File: src/rtl/ivl_timer_pkg.sv
package ivl_timer_pkg;

  typedef enum logic [1:0] {
    SEL_CTRL  = 2'd0,
    SEL_COUNT = 2'd1,
    SEL_NEXT  = 2'd2,
    SEL_NONE  = 2'd3
  } reg_sel_e;

  localparam int unsigned BIT_ERR  = 31;
  localparam int unsigned BIT_DONE = 7;
  localparam int unsigned BIT_IE   = 6;
  localparam int unsigned BIT_STEP = 5;
  localparam int unsigned BIT_XFER = 4;
  localparam int unsigned BIT_RUN  = 0;

  typedef struct packed {
    logic wr;
    logic clr_err;
    logic clr_done;
    logic ie;
    logic run;
    logic xfer;
    logic step;
  } ctl_cmd_t;

endpackage

File: src/rtl/ivl_timer_decode.sv
module ivl_timer_decode
  import ivl_timer_pkg::*;
#(
  parameter int unsigned DATA_W = 32
) (
  input  logic              wr_en,
  input  logic [1:0]        wr_sel,
  input  logic [DATA_W-1:0] wr_data,
  output ctl_cmd_t          cmd,
  output logic              nxt_wr
);

  always_comb begin
    cmd.wr       = wr_en && (wr_sel == SEL_CTRL);
    cmd.clr_err  = wr_data[BIT_ERR];
    cmd.clr_done = wr_data[BIT_DONE];
    cmd.ie       = wr_data[BIT_IE];
    cmd.run      = wr_data[BIT_RUN];
    cmd.xfer     = wr_data[BIT_XFER];
    cmd.step     = wr_data[BIT_STEP];
    nxt_wr       = wr_en && (wr_sel == SEL_NEXT);
  end

endmodule

File: src/rtl/ivl_timer_counter.sv
module ivl_timer_counter
  import ivl_timer_pkg::*;
#(
  parameter int unsigned DATA_W = 32
) (
  input  logic              clk,
  input  logic              rst_n,
  input  ctl_cmd_t          cmd,
  input  logic              nxt_wr,
  input  logic [DATA_W-1:0] nxt_data,
  input  logic              tick_en,
  input  logic              run_q,
  output logic [DATA_W-1:0] cnt_q,
  output logic [DATA_W-1:0] nxt_q,
  output logic              wrap_evt
);

  function automatic logic [DATA_W:0] bump(input logic [DATA_W-1:0] v);
    return {1'b0, v} + {{DATA_W{1'b0}}, 1'b1};
  endfunction

  logic [DATA_W-1:0] cnt_d;
  logic [DATA_W-1:0] base;
  logic [DATA_W:0]   sum;
  logic              step_go;
  logic              tick_go;

  assign step_go = cmd.wr && cmd.step && !cmd.run;
  assign tick_go = !cmd.wr && tick_en && run_q;

  always_comb begin
    base     = cmd.xfer ? nxt_q : cnt_q;
    sum      = '0;
    wrap_evt = 1'b0;
    cnt_d    = cnt_q;
    if (cmd.wr) begin
      cnt_d = base;
      if (step_go) begin
        sum      = bump(base);
        wrap_evt = sum[DATA_W];
        cnt_d    = sum[DATA_W] ? nxt_q : sum[DATA_W-1:0];
      end
    end else if (tick_go) begin
      sum      = bump(cnt_q);
      wrap_evt = sum[DATA_W];
      cnt_d    = sum[DATA_W] ? nxt_q : sum[DATA_W-1:0];
    end
  end

  always_ff @(posedge clk) begin
    if (!rst_n) begin
      cnt_q <= '0;
      nxt_q <= '0;
    end else begin
      cnt_q <= cnt_d;
      if (nxt_wr) nxt_q <= nxt_data;
    end
  end

  // a stopped counter without a control write holds its value
  a_r3_hold_when_stopped: assert property (@(posedge clk) disable iff (!rst_n)
    (!cmd.wr && !run_q) |=> $stable(cnt_q));

  // any wrap loads the pre-edge next interval
  a_r4_wrap_reloads: assert property (@(posedge clk) disable iff (!rst_n)
    wrap_evt |=> (cnt_q == $past(nxt_q)));

  // a control write with neither transfer nor an active step keeps the count
  a_r12_tick_ignored: assert property (@(posedge clk) disable iff (!rst_n)
    (cmd.wr && !cmd.xfer && !(cmd.step && !cmd.run)) |=> $stable(cnt_q));

  // a transfer without step copies the next interval
  a_r9_transfer: assert property (@(posedge clk) disable iff (!rst_n)
    (cmd.wr && cmd.xfer && !cmd.step) |=> (cnt_q == $past(nxt_q)));

endmodule

File: src/rtl/ivl_timer_flags.sv
module ivl_timer_flags
  import ivl_timer_pkg::*;
(
  input  logic     clk,
  input  logic     rst_n,
  input  ctl_cmd_t cmd,
  input  logic     wrap_evt,
  output logic     err_q,
  output logic     done_q,
  output logic     ie_q,
  output logic     run_q,
  output logic     irq_q
);

  logic err_n, done_n, ie_n, run_n, irq_n;

  always_comb begin
    err_n  = err_q  && !(cmd.wr && cmd.clr_err);
    done_n = done_q && !(cmd.wr && cmd.clr_done);
    ie_n   = cmd.wr ? cmd.ie  : ie_q;
    run_n  = cmd.wr ? cmd.run : run_q;
    irq_n  = irq_q;
    if (wrap_evt) begin
      if (done_n) err_n  = 1'b1;
      else        done_n = 1'b1;
      irq_n = ie_n;
    end
    if (cmd.wr && !(done_n && ie_n)) irq_n = 1'b0;
  end

  always_ff @(posedge clk) begin
    if (!rst_n) begin
      err_q  <= 1'b0;
      done_q <= 1'b0;
      ie_q   <= 1'b0;
      run_q  <= 1'b0;
      irq_q  <= 1'b0;
    end else begin
      err_q  <= err_n;
      done_q <= done_n;
      ie_q   <= ie_n;
      run_q  <= run_n;
      irq_q  <= irq_n;
    end
  end

  // a pending request always has done and enable behind it
  a_r8_irq_backed: assert property (@(posedge clk) disable iff (!rst_n)
    irq_q |-> (done_q && ie_q));

  // a wrap over an uncleared done raises error
  a_r5_second_wrap_err: assert property (@(posedge clk) disable iff (!rst_n)
    (wrap_evt && done_q && !(cmd.wr && cmd.clr_done)) |=> err_q);

  // after a wrap the request mirrors the enable
  a_r7_irq_tracks_ie: assert property (@(posedge clk) disable iff (!rst_n)
    wrap_evt |=> (irq_q == ie_q));

  // write-one clears error when no wrap competes
  a_r6_w1c_err: assert property (@(posedge clk) disable iff (!rst_n)
    (cmd.wr && cmd.clr_err && !wrap_evt) |=> !err_q);

endmodule

File: src/rtl/ivl_timer.sv
module ivl_timer
  import ivl_timer_pkg::*;
#(
  parameter int unsigned DATA_W = 32
) (
  input  logic              clk,
  input  logic              rst_n,
  input  logic              tick_en,
  input  logic              wr_en,
  input  logic [1:0]        wr_sel,
  input  logic [DATA_W-1:0] wr_data,
  input  logic [1:0]        rd_sel,
  output logic [DATA_W-1:0] rd_data,
  output logic              irq
);

  function automatic logic [DATA_W-1:0] ctrl_word(input logic e, input logic d,
                                                  input logic i, input logic r);
    logic [DATA_W-1:0] w;
    w = '0;
    w[BIT_ERR]  = e;
    w[BIT_DONE] = d;
    w[BIT_IE]   = i;
    w[BIT_RUN]  = r;
    return w;
  endfunction

  ctl_cmd_t          cmd;
  logic              nxt_wr;
  logic [DATA_W-1:0] cnt_q, nxt_q;
  logic              wrap_evt;
  logic              err_q, done_q, ie_q, run_q, irq_q;

  ivl_timer_decode #(.DATA_W(DATA_W)) u_decode (
    .wr_en   (wr_en),
    .wr_sel  (wr_sel),
    .wr_data (wr_data),
    .cmd     (cmd),
    .nxt_wr  (nxt_wr)
  );

  ivl_timer_counter #(.DATA_W(DATA_W)) u_counter (
    .clk      (clk),
    .rst_n    (rst_n),
    .cmd      (cmd),
    .nxt_wr   (nxt_wr),
    .nxt_data (wr_data),
    .tick_en  (tick_en),
    .run_q    (run_q),
    .cnt_q    (cnt_q),
    .nxt_q    (nxt_q),
    .wrap_evt (wrap_evt)
  );

  ivl_timer_flags u_flags (
    .clk      (clk),
    .rst_n    (rst_n),
    .cmd      (cmd),
    .wrap_evt (wrap_evt),
    .err_q    (err_q),
    .done_q   (done_q),
    .ie_q     (ie_q),
    .run_q    (run_q),
    .irq_q    (irq_q)
  );

  always_comb begin
    case (reg_sel_e'(rd_sel))
      SEL_CTRL:  rd_data = ctrl_word(err_q, done_q, ie_q, run_q);
      SEL_COUNT: rd_data = cnt_q;
      SEL_NEXT:  rd_data = nxt_q;
      default:   rd_data = '0;
    endcase
  end

  assign irq = irq_q;

  // a write aimed at the count register alone never moves a stopped count
  a_r13_count_readonly: assert property (@(posedge clk) disable iff (!rst_n)
    (wr_en && wr_sel == SEL_COUNT && !run_q) |=> $stable(cnt_q));

endmodule

File: config.mk
export PLATFORM = sky130hd
export DESIGN_NAME = ivl_timer
export DESIGN_NICKNAME = d
export VERILOG_FILES = /design/src/rtl/ivl_timer_pkg.sv /design/src/rtl/ivl_timer_decode.sv /design/src/rtl/ivl_timer_counter.sv /design/src/rtl/ivl_timer_flags.sv /design/src/rtl/ivl_timer.sv
export SDC_FILE = /design/constraint.sdc
export NUM_CORES = 1
export LEC_CHECK = 0
export ABC_AREA = 1
export CORE_ASPECT_RATIO = 1.75
export CORE_MARGIN = 4
export CORE_UTILIZATION = 40
export CTS_BUF_LIST = sky130_fd_sc_hd__clkbuf_16
export CTS_CLUSTER_DIAMETER = 100
export CTS_CLUSTER_SIZE = 8
export DETAILED_ROUTE_END_ITERATION = 8
export DONT_BUFFER_PORTS = 1
export PLACE_DENSITY = 0.62
export SYNTH_ARGS = -nofsm -noshare
export SYNTH_HDL_FRONTEND = slang
export SYNTH_HIERARCHICAL = 1
export SYNTH_SLANG_ARGS = --single-unit
export TNS_END_PERCENT = 30
File: constraint.sdc
create_clock -name clk -period 3.3 [get_ports clk]
set_input_delay 0.33 -clock clk [delete_from_list [all_inputs] [get_ports clk]]
set_output_delay 0.33 -clock clk [all_outputs]
set_load 0.01 [all_outputs]
==> results of run 1 <==
==> placed cells by master, fill, tap and decap left out, types with 2 or more instances in the layout <==
cell type and instances:
a21oi_1 56, a22oi_1 19, a31oi_1 2, buf_4 12, bufinv_16 2, clkbuf_16 9, clkinv_1 3, clkinv_4 2
dfxtp_1 69, ha_1 2, inv_1 125, inv_2 2, inv_4 2, inv_6 2, nand2_1 417, nand2_2 15
nand2_4 2, nand3_1 97, nand4_1 20, nor2_1 91, nor2_2 10, nor2_4 7, nor2_8 3, nor3_1 12
o211ai_1 6, o21ai_0 79, o21ai_1 19, o21ai_2 7, o21bai_1 2, o22ai_1 2, xnor2_1 6, xor2_1 17
==> registers in the layout (all words and copies together), names as in the netlist <==
name / count
u_flags/err_q: 1
u_counter/cnt_q: 32
u_flags/done_q: 1
u_flags/run_q: 1
u_counter/nxt_q: 32
u_flags/irq_q: 1
u_flags/ie_q: 1
==> power breakdown <==
group	total (mW)	switching [mW]	internal, mW
logic	0.267	0.190	0.0774
registers	0.898	0.0363	0.862
clock network	1.09	0.428	0.667
==> cell families after synthesis <==
| family | share of synthesized area (%) |
|---|---|
| compound gates | 16.84 |
| xor+xnor | 3.068 |
| fa+ha+maj | 0.3810 |
| buf+inv | 13.05 |
| flops | 21.04 |
| simple gates | 45.62 |
==> synth_stat cells, types with 2 or more instances <==
cell type	count	area [µm²]
nand2_4	2	22.52
a31oi_1	2	12.51
clkinv_1	3	11.26
a22oi_1	19	142.6
dfxtp_1	69	1381
ha_1	2	25.02
nand3_1	97	485.5
nand2_1	417	1565
buf_6	14	157.7
buf_4	7	52.55
nor2_8	3	60.06
a21oi_1	56	280.3
clkbuf_1	21	78.83
o21bai_1	2	15.01
nand4_1	20	125.1
xnor2_1	6	52.55
buf_2	7	35.03
nand2_2	15	93.84
xor2_1	17	148.9
o211ai_1	6	45.04
nor2_1	95	356.6
inv_1	126	473.0
o22ai_1	2	12.51
o21ai_2	7	61.31
nor3_1	12	60.06
o21ai_0	79	395.4
nor2_4	7	78.83
inv_4	2	12.51
nor2_2	6	37.54
o21ai_1	19	95.09
==> routing by layer <==
metal | wire (µm) | vias up | share of wire [%]
met5 | 0 | - | 0
met3 | 1336 | 101 | 5.3
met1 | 9015 | 3425 | 36
li1 | - | 3679 | -
met4 | 1914 | 0 | 7.7
met2 | 12740 | 301 | 51
==> how the worst max path moves through the flow <==
stage,from,endpoint,cells past startpoint
6_report,u_counter/cnt_q[0],u_flags/irq_q,13
5_1_grt,u_counter/cnt_q[0],u_flags/irq_q,13
4_1_cts,u_counter/cnt_q[0],u_flags/irq_q,13
3_5_place_dp,u_counter/cnt_q[0],u_flags/irq_q,13
3_3_place_gp,u_counter/cnt_q[0],u_flags/irq_q,13
2_1_floorplan,wr_data[4],u_flags/irq_q,17
==> area by class of cell <==
| type | instances | share of cell area (%) |
|---|---|---|
| Multi-Input combinational cell | 907 | 63.06 |
| Clock inverter | 7 | 1.437 |
| Timing Repair Buffer | 12 | 1.310 |
| Tap cell | 189 | 3.438 |
| Sequential cell | 69 | 20.08 |
| Clock buffer | 9 | 3.274 |
| Inverter | 133 | 7.403 |
==> metrics, run 1 <==
worst setup margin 233.5 ps; number of synthesis warnings 6; WP data required 3580 ps; Hold-fix buffers, CTS 0; Hold Path Sink u_counter/cnt_q[31]; worst flop-to-flop path startpoint u_counter/cnt_q[0]; Crit Path Max Fanout 6; Mapped Area 6566 µm²; first-pass GRT wire length 39170 µm; Reg area 1381 µm²; Pwr Density 328.4 nW/µm²; Period Utilization, post-route about 93%; DRC Markers 0; vias in the first global route approximately 7300; crit path time final 3067 ps; Top FF cell, synth dfxtp_1; share of cells above drive strength 1 under 10%; TritonRoute pass-1 iters 6; antenna-violating nets left 0; worst min-delay path category input port to register; Initial Util 40.97%; CP Class register to register; GRT busiest layer met2; routing usage on met3 4.114%; Post-Syn Nets roughly 1200; Post-synth EDFFs 0; GRT Total Usage around 27%; nets@finish 1174; GRT overflow 0; Non-Filler Instances 1326; GPL Wtd Cong slightly below 1; Die X 104.9 µm; worst path bufs/invs 1; area growth from synthesis to layout 4.764%; drt wl/cell 18.86 µm; 1st-iter DRT viols 472; asr flop ratio synth 0%; hold path cells 2; Num CTS Buffers 9; f_max 0.3261 GHz; Critical Path, Cell by Cell ha_1, nand2_1, nor2_4, nand3_2, nor2_1, nand4_2, nor3_4, nand3_1, o21ai_0, inv_1, nand2_1, nand2_1, a21oi_1; core area 16030 µm²; number of synthesized register bits 69; DP HPWL 18410 µm; Crit path largest cell delay 420 ps; final WL 25010 µm; worst-skew pair later-pin latency 340 ps; max_cap viols 0; setup_tns 0 ps; DP Cell Count approximately 1300; Filler cells between 1500 and 2000; crit start category register; Slew Limit Fails 0; post-place setup slack 276.7 ps; M1 GR Usage 27.86%; Max IR drop VDD about 0.27 mV; RR Endpoint u_flags/irq_q; relative max-transition margin 54.10%; CTS tree yes; RSZ-0062 raised after global routing no; die extent in y 177.5 µm; GRT met2 Usage 48.50%; CTS clk-pin slew, worst paths 70 ps; multi-input logic area 4338 µm²; most used cell, CP nand2_1; outcome finished, final reports clean; PostCTS Resize Cnt 0; largest delay contributor family on the critical path simple AND/OR/NAND/NOR gates; std cell rows 61; Crit. End Element register; diode count 0; Mapped Cells around 1200; actual slew at the worst max-slew pin 687.4 ps; hold slack approximately 110 ps; Syn Area/Cell 5.661 µm²; # IOs 73; flop2flop setup slack approximately 230 ps; Reg2Reg Depth 13; port bufs 0; H-tree levels 3; Placement Cell Area between 6000 and 7000 µm²; DIE AREA between 15000 and 20000 µm²; Leak Pwr 3.068 nW; Util after Layout 42.92%; Via Count between 7000 and 8000; initial antenna violation count 0; Slowest cell on crit path dfxtp_1; # clock sinks 69; Post-Layout Inst Area 6879 µm²; sequential area share after synthesis 21.04%; vias per cell 5.661; Final setup viols 0; CTS max path bufs 2; Critical Path AT approximately 3300 ps; clk_skew 8.491 ps; Setup Fix Bufs, Post-CTS 0; Final Hold Viols 0; largest net degree at the start of global routing 61; Synth cell types 50; clock root cell clkbuf_16; total power draw 2.259 mW; hold_sp rst_n
(Power assumes the default switching activity.)
==> inputs of run 2 (changes only) <==
--- a/config.mk
+++ b/config.mk
@@ -9,7 +9,7 @@
 export CORE_ASPECT_RATIO = 1.75
 export CORE_MARGIN = 4
 export CORE_UTILIZATION = 40
-export CTS_BUF_LIST = sky130_fd_sc_hd__clkbuf_16
+export CTS_BUF_LIST = sky130_fd_sc_hd__clkbuf_8
 export CTS_CLUSTER_DIAMETER = 100
 export CTS_CLUSTER_SIZE = 8
 export DETAILED_ROUTE_END_ITERATION = 8
==> metrics, run 2 (synthesized netlist as in run 1, its figures left out) <==
outcome finished, final reports clean; total power draw 1.995 mW; hold_sp rst_n; # clock sinks 69; crit start category register; post-place setup slack 276.7 ps; Crit. End Element register; DRC Markers 0; share of cells above drive strength 1 7.476%; Final Hold Viols 0; Top Registers u_counter/cnt_q (32), u_counter/nxt_q (32); H-tree levels 3; largest net degree at the start of global routing just over 60; GRT overflow 0; Period Utilization, post-route 92.95%; std cell rows 61; DP HPWL 18410 µm; Num CTS Buffers 9; antenna-violating nets left 0; first-pass GRT wire length slightly below 40000 µm; # IOs 73; port bufs 0; f_max roughly 0.33 GHz; diode count 0; final WL 24960 µm; 1st-iter DRT viols 507; Leak Pwr 3.022 nW; Max IR drop VDD about 0.20 mV; core area between 15000 and 20000 µm²; Die X 104.9 µm; vias per cell between 5 and 6; Util after Layout 42.29%; setup_tns 0 ps; most common cell after layout, fill and taps aside nand2_1; worst setup path startpoint u_counter/cnt_q[0]; worst setup margin 232.7 ps; Slew Limit Fails 0; clock root cell clkbuf_8; Pwr Density 294.4 nW/µm²; DIE AREA around 19000 µm²; CTS max path bufs 2; PostCTS Resize Cnt 0; Crit Path Max Fanout 6; drt wl/cell 18.82 µm; worst flop-to-flop path startpoint u_counter/cnt_q[0]; area growth from synthesis to layout 3.220%; most frequent cells in the layout nand2_1, inv_1, nand3_1; max_cap viols 0; GPL Wtd Cong 0.9907; die extent in y 177.5 µm; nets@finish 1174; Final setup viols 0; CP Class register to register; relative max-transition margin 53.95%; crit path time final roughly 3000 ps; WP data required 3620 ps; Hold-fix buffers, CTS 0; Initial Util 40.97%; initial antenna violation count 0; CTS tree yes; Critical Path AT 3380 ps; RSZ-0062 raised after global routing no; worst-skew pair later-pin latency roughly 380 ps; vias in the first global route about 7300; clk_skew 11.32 ps; CTS clk-pin slew, worst paths 90 ps; actual slew at the worst max-slew pin 689.7 ps; TritonRoute pass-1 iters 5; Setup Fix Bufs, Post-CTS 0; worst min-delay path category input port to register; GRT Total Usage between 20 and 30%; Via Count 7451
run 2: power by group:
part / total [mW] / switching (mW) / internal [mW] / leakage (nW)
Clock: 0.831 / 0.401 / 0.430 / 0.110
Combinational: 0.267 / 0.190 / 0.0774 / 2.35
Sequential: 0.897 / 0.0365 / 0.861 / 0.561
run 2: final timing paths:
check                                      endpoint  slack, ps  cells after the start
worst min register to register        u_flags/err_q        470                      2
worst min-delay path            u_counter/cnt_q[31]         70                      2
worst max-delay path                  u_flags/irq_q        230                     13
worst max register to register        u_flags/irq_q        230                     13
run 2: worst max-delay path: stages, from the launching register on:
cell	delay, ps
dfxtp_1	430
ha_1	220
nand2_1	150
nor2_4	240
nand3_2	120
nor2_1	330
nand4_2	290
nor3_4	210
nand3_1	290
o21ai_0	370
inv_1	120
nand2_1	90
nand2_1	50
a21oi_1	100
run 2: layer usage:
| layer | vias to the layer above | wire, µm | GRT usage [%] | share of wire, % |
|---|---|---|---|---|
| met5 | - | 0 | 0 | 0 |
| met4 | 0 | 1705 | 18.66 | 6.8 |
| met3 | 90 | 1208 | 4.296 | 4.8 |
| met2 | 283 | 12930 | 48.82 | 52 |
| met1 | 3402 | 9116 | 27.93 | 37 |
| li1 | 3676 | - | - | - |
run 2: through the flow:
stage | std cells | hold slack, ps | area [µm²]
3_5_place_dp | 1310 | 441.9 | 6555
5_1_grt | 1326 | 62.80 | 6778
2_1_floorplan | 1160 | 443.3 | 6566
6_report | 1326 | 70.77 | 6778
3_3_place_gp | 1310 | 439.0 | 6555
4_1_cts | 1326 | 52.84 | 6778
run 2: cell type report:
| type | count | area (µm²) |
|---|---|---|
| clock buffers | 9 | 123.9 |
| flip-flops and latches | 69 | 1381 |
| multi-input cells | 907 | 4338 |
| clock inverters | 7 | 98.84 |
| inverters | 133 | 509.2 |
| fillers | 1836 | 9250 |
| well taps | 189 | 236.5 |
| repair buffers | 12 | 90.09 |
==> inputs of run 3 (changes only) <==
--- a/config.mk
+++ b/config.mk
@@ -17,6 +17,5 @@
 export PLACE_DENSITY = 0.62
 export SYNTH_ARGS = -nofsm -noshare
 export SYNTH_HDL_FRONTEND = slang
-export SYNTH_HIERARCHICAL = 1
 export SYNTH_SLANG_ARGS = --single-unit
 export TNS_END_PERCENT = 30
==> metrics, run 3 <==
outcome finished, final reports clean; Setup Fix Bufs, Post-CTS 0; Die X 104.3 µm; Crit Path Max Fanout 18; worst flop-to-flop path startpoint u_counter.cnt_q[1]; Mapped Area 6485 µm²; initial antenna violation count 0; drt wl/cell 20.03 µm; Critical Path AT ~3000 ps; Top Registers u_counter.cnt_q (32), u_counter.nxt_q (32); CTS tree yes; Pwr Density 285.9 nW/µm²; crit start category register; GRT Total Usage 28.16%; Top FF cell, synth dfxtp_1; die extent in y 176.4 µm; hold_sp rst_n; GPL Wtd Cong 0.9759; total power draw 1.929 mW; Util after Layout 42.50%; Gate power share 18.0%; H-tree levels 3; Max IR drop VDD roughly 0.17 mV; share of cells above drive strength 1 around 8.3%; vias per cell 5.894; most common cell after layout, fill and taps aside nand2_1; crit path time final 2689 ps; clock root cell clkbuf_8; max_cap viols 0; Via Count 7704; TritonRoute pass-1 iters 7; actual slew at the worst max-slew pin 845.6 ps; f_max 0.3718 GHz; Period Utilization, post-route approximately four fifths; nets@finish 1155; largest net degree at the start of global routing 52; Synth cell types 44; post-synth top area share 21.30%; vias in the first global route 7389; Placement Cell Area roughly 6600 µm²; DIE AREA 18390 µm²; number of synthesis warnings 0; setup_tns 0 ps; Crit. End Element register; hold slack between 90 and 100 ps; area growth from synthesis to layout 4.052%; first-pass GRT wire length a little over 40000 µm; Num CTS Buffers 9; core area 15880 µm²; final WL 26180 µm; std cell rows about 60; Pint 1.261 mW; CTS max path bufs 2; # clock sinks 69; Slew Limit Fails 0; most common cell in the netlist nand2_1; relative max-transition margin 43.28%; Post-Layout Inst Area between 6000 and 7000 µm²; worst-skew pair later-pin latency 370 ps; Post-synth EDFFs 0; ranking of synthesized cells by area dfxtp_1, nand2_1, inv_1; Post-Syn Nets ~1200; DRC Markers 0; 1st-iter DRT viols 639; most frequent cells in the layout nand2_1, inv_1, nor2_1; worst setup path startpoint u_counter.cnt_q[1]; WP data required 3610 ps; port bufs 0; Mapped Cells 1141; Switching Power approximately 0.67 mW; switching share of power 34.61%; Syn Area/Cell 5.684 µm²; Final setup viols 0; clk_skew 13.63 ps; number of synthesized register bits 69; DP HPWL 19430 µm; RSZ-0062 raised after global routing no; sequential area share after synthesis 21.30%; CTS clk-pin slew, worst paths 90 ps; Flop pwr share 47.3%; dominant cell type by area after synthesis dfxtp_1; Synth top cells by count nand2_1, inv_1, nor2_1, a21oi_1, nand3_1; PostCTS Resize Cnt 0; Leak Pwr between 2 and 2.5 nW; Final Hold Viols 0; Hold-fix buffers, CTS 0; Initial Util 40.85%; Clk pwr share a little over a third; diode count 0; antenna-violating nets left 0; CP Class register to register; asr flop ratio synth 0%; worst min-delay path category input port to register; GRT overflow 0; # IOs between 70 and 80
[run 3: cell count changes in the layout (fill, tap and decap cells not counted), sizes merged, moves of 8 or more]
| cell | delta |
|---|---|
| a21oi | +33 |
| o22ai | +28 |
| nand3 | -27 |
| inv | -8 |
| a22oi | -13 |
| nand2 | -47 |
[run 3: final timing paths]
path	end	cells after the start	slack, ps
setup / recovery	u_flags.irq_q	12	610
hold / removal	u_flags.irq_q	2	90
setup reg to reg	u_flags.irq_q	12	610
hold reg to reg	u_flags.run_q	2	510
[run 3: power by group through the flow]
| stage | Sequential [mW] | Clock (mW) | Combinational (mW) |
|---|---|---|---|
| 3_5_place_dp | 0.930 | 0 | 0.339 |
| 5_1_grt | 0.916 | 0.708 | 0.382 |
| 2_1_floorplan | 0.913 | 0 | 0.272 |
| 6_report | 0.913 | 0.670 | 0.346 |
| 4_1_cts | 0.911 | 0.675 | 0.340 |
| 3_3_place_gp | 0.930 | 0 | 0.337 |
[run 3: per-stage QoR]
| step | cells | worst slack (ps) |
|---|---|---|
| after floorplan | 1141 | 1172 |
| after global placement | 1291 | 619.2 |
| after detailed placement | 1291 | 530.9 |
| after CTS | 1307 | 652.4 |
| after global routing | 1307 | 295.1 |
| final | 1307 | 610.6 |
[run 3: per-layer routing]
metal	routed length, µm	vias to the layer above	GRT usage (%)
li1	-	3683	-
met1	9606	3543	30.75
met2	12830	366	49.38
met3	1659	112	4.208
met4	2078	0	20.41
met5	0	-	0
[run 3: logic make-up (layout without fill, tap and decap cells)]
family / count (synthesis) / in the layout / share of synthesized area (%)
DFF: 69 / 69 / 21.30
and+or+nand+nor: 615 / 615 / 41.60
AOI/OAI and AO/OA: 253 / 253 / 22.07
buffers and inverters: 178 / 155 / 11.40
xor gates and xnor gates: 24 / 24 / 3.241
adders and majority gates: 2 / 2 / 0.3858
[run 3: area by class of cell]
cell class / count / area (µm²)
fill: 1773 / 9128
multi-input combinational: 894 / 4374
sequential: 69 / 1381
inverter: 124 / 465.4
tap: 189 / 236.5
clock buffer: 10 / 137.6
timing repair buffer: 15 / 112.6
clock inverter: 6 / 40.04
[run 3: critical path, cell delays in order, from the launching register on]
cell     delay, ps
dfxtp_1        440
ha_1           240
nand2_1         80
inv_1          120
nand3_1        150
nor2_1         240
nand2_1        450
buf_4          370
o22ai_2        230
nand2_1         80
o21ai_0         80
inv_1           60
nor2_1          90
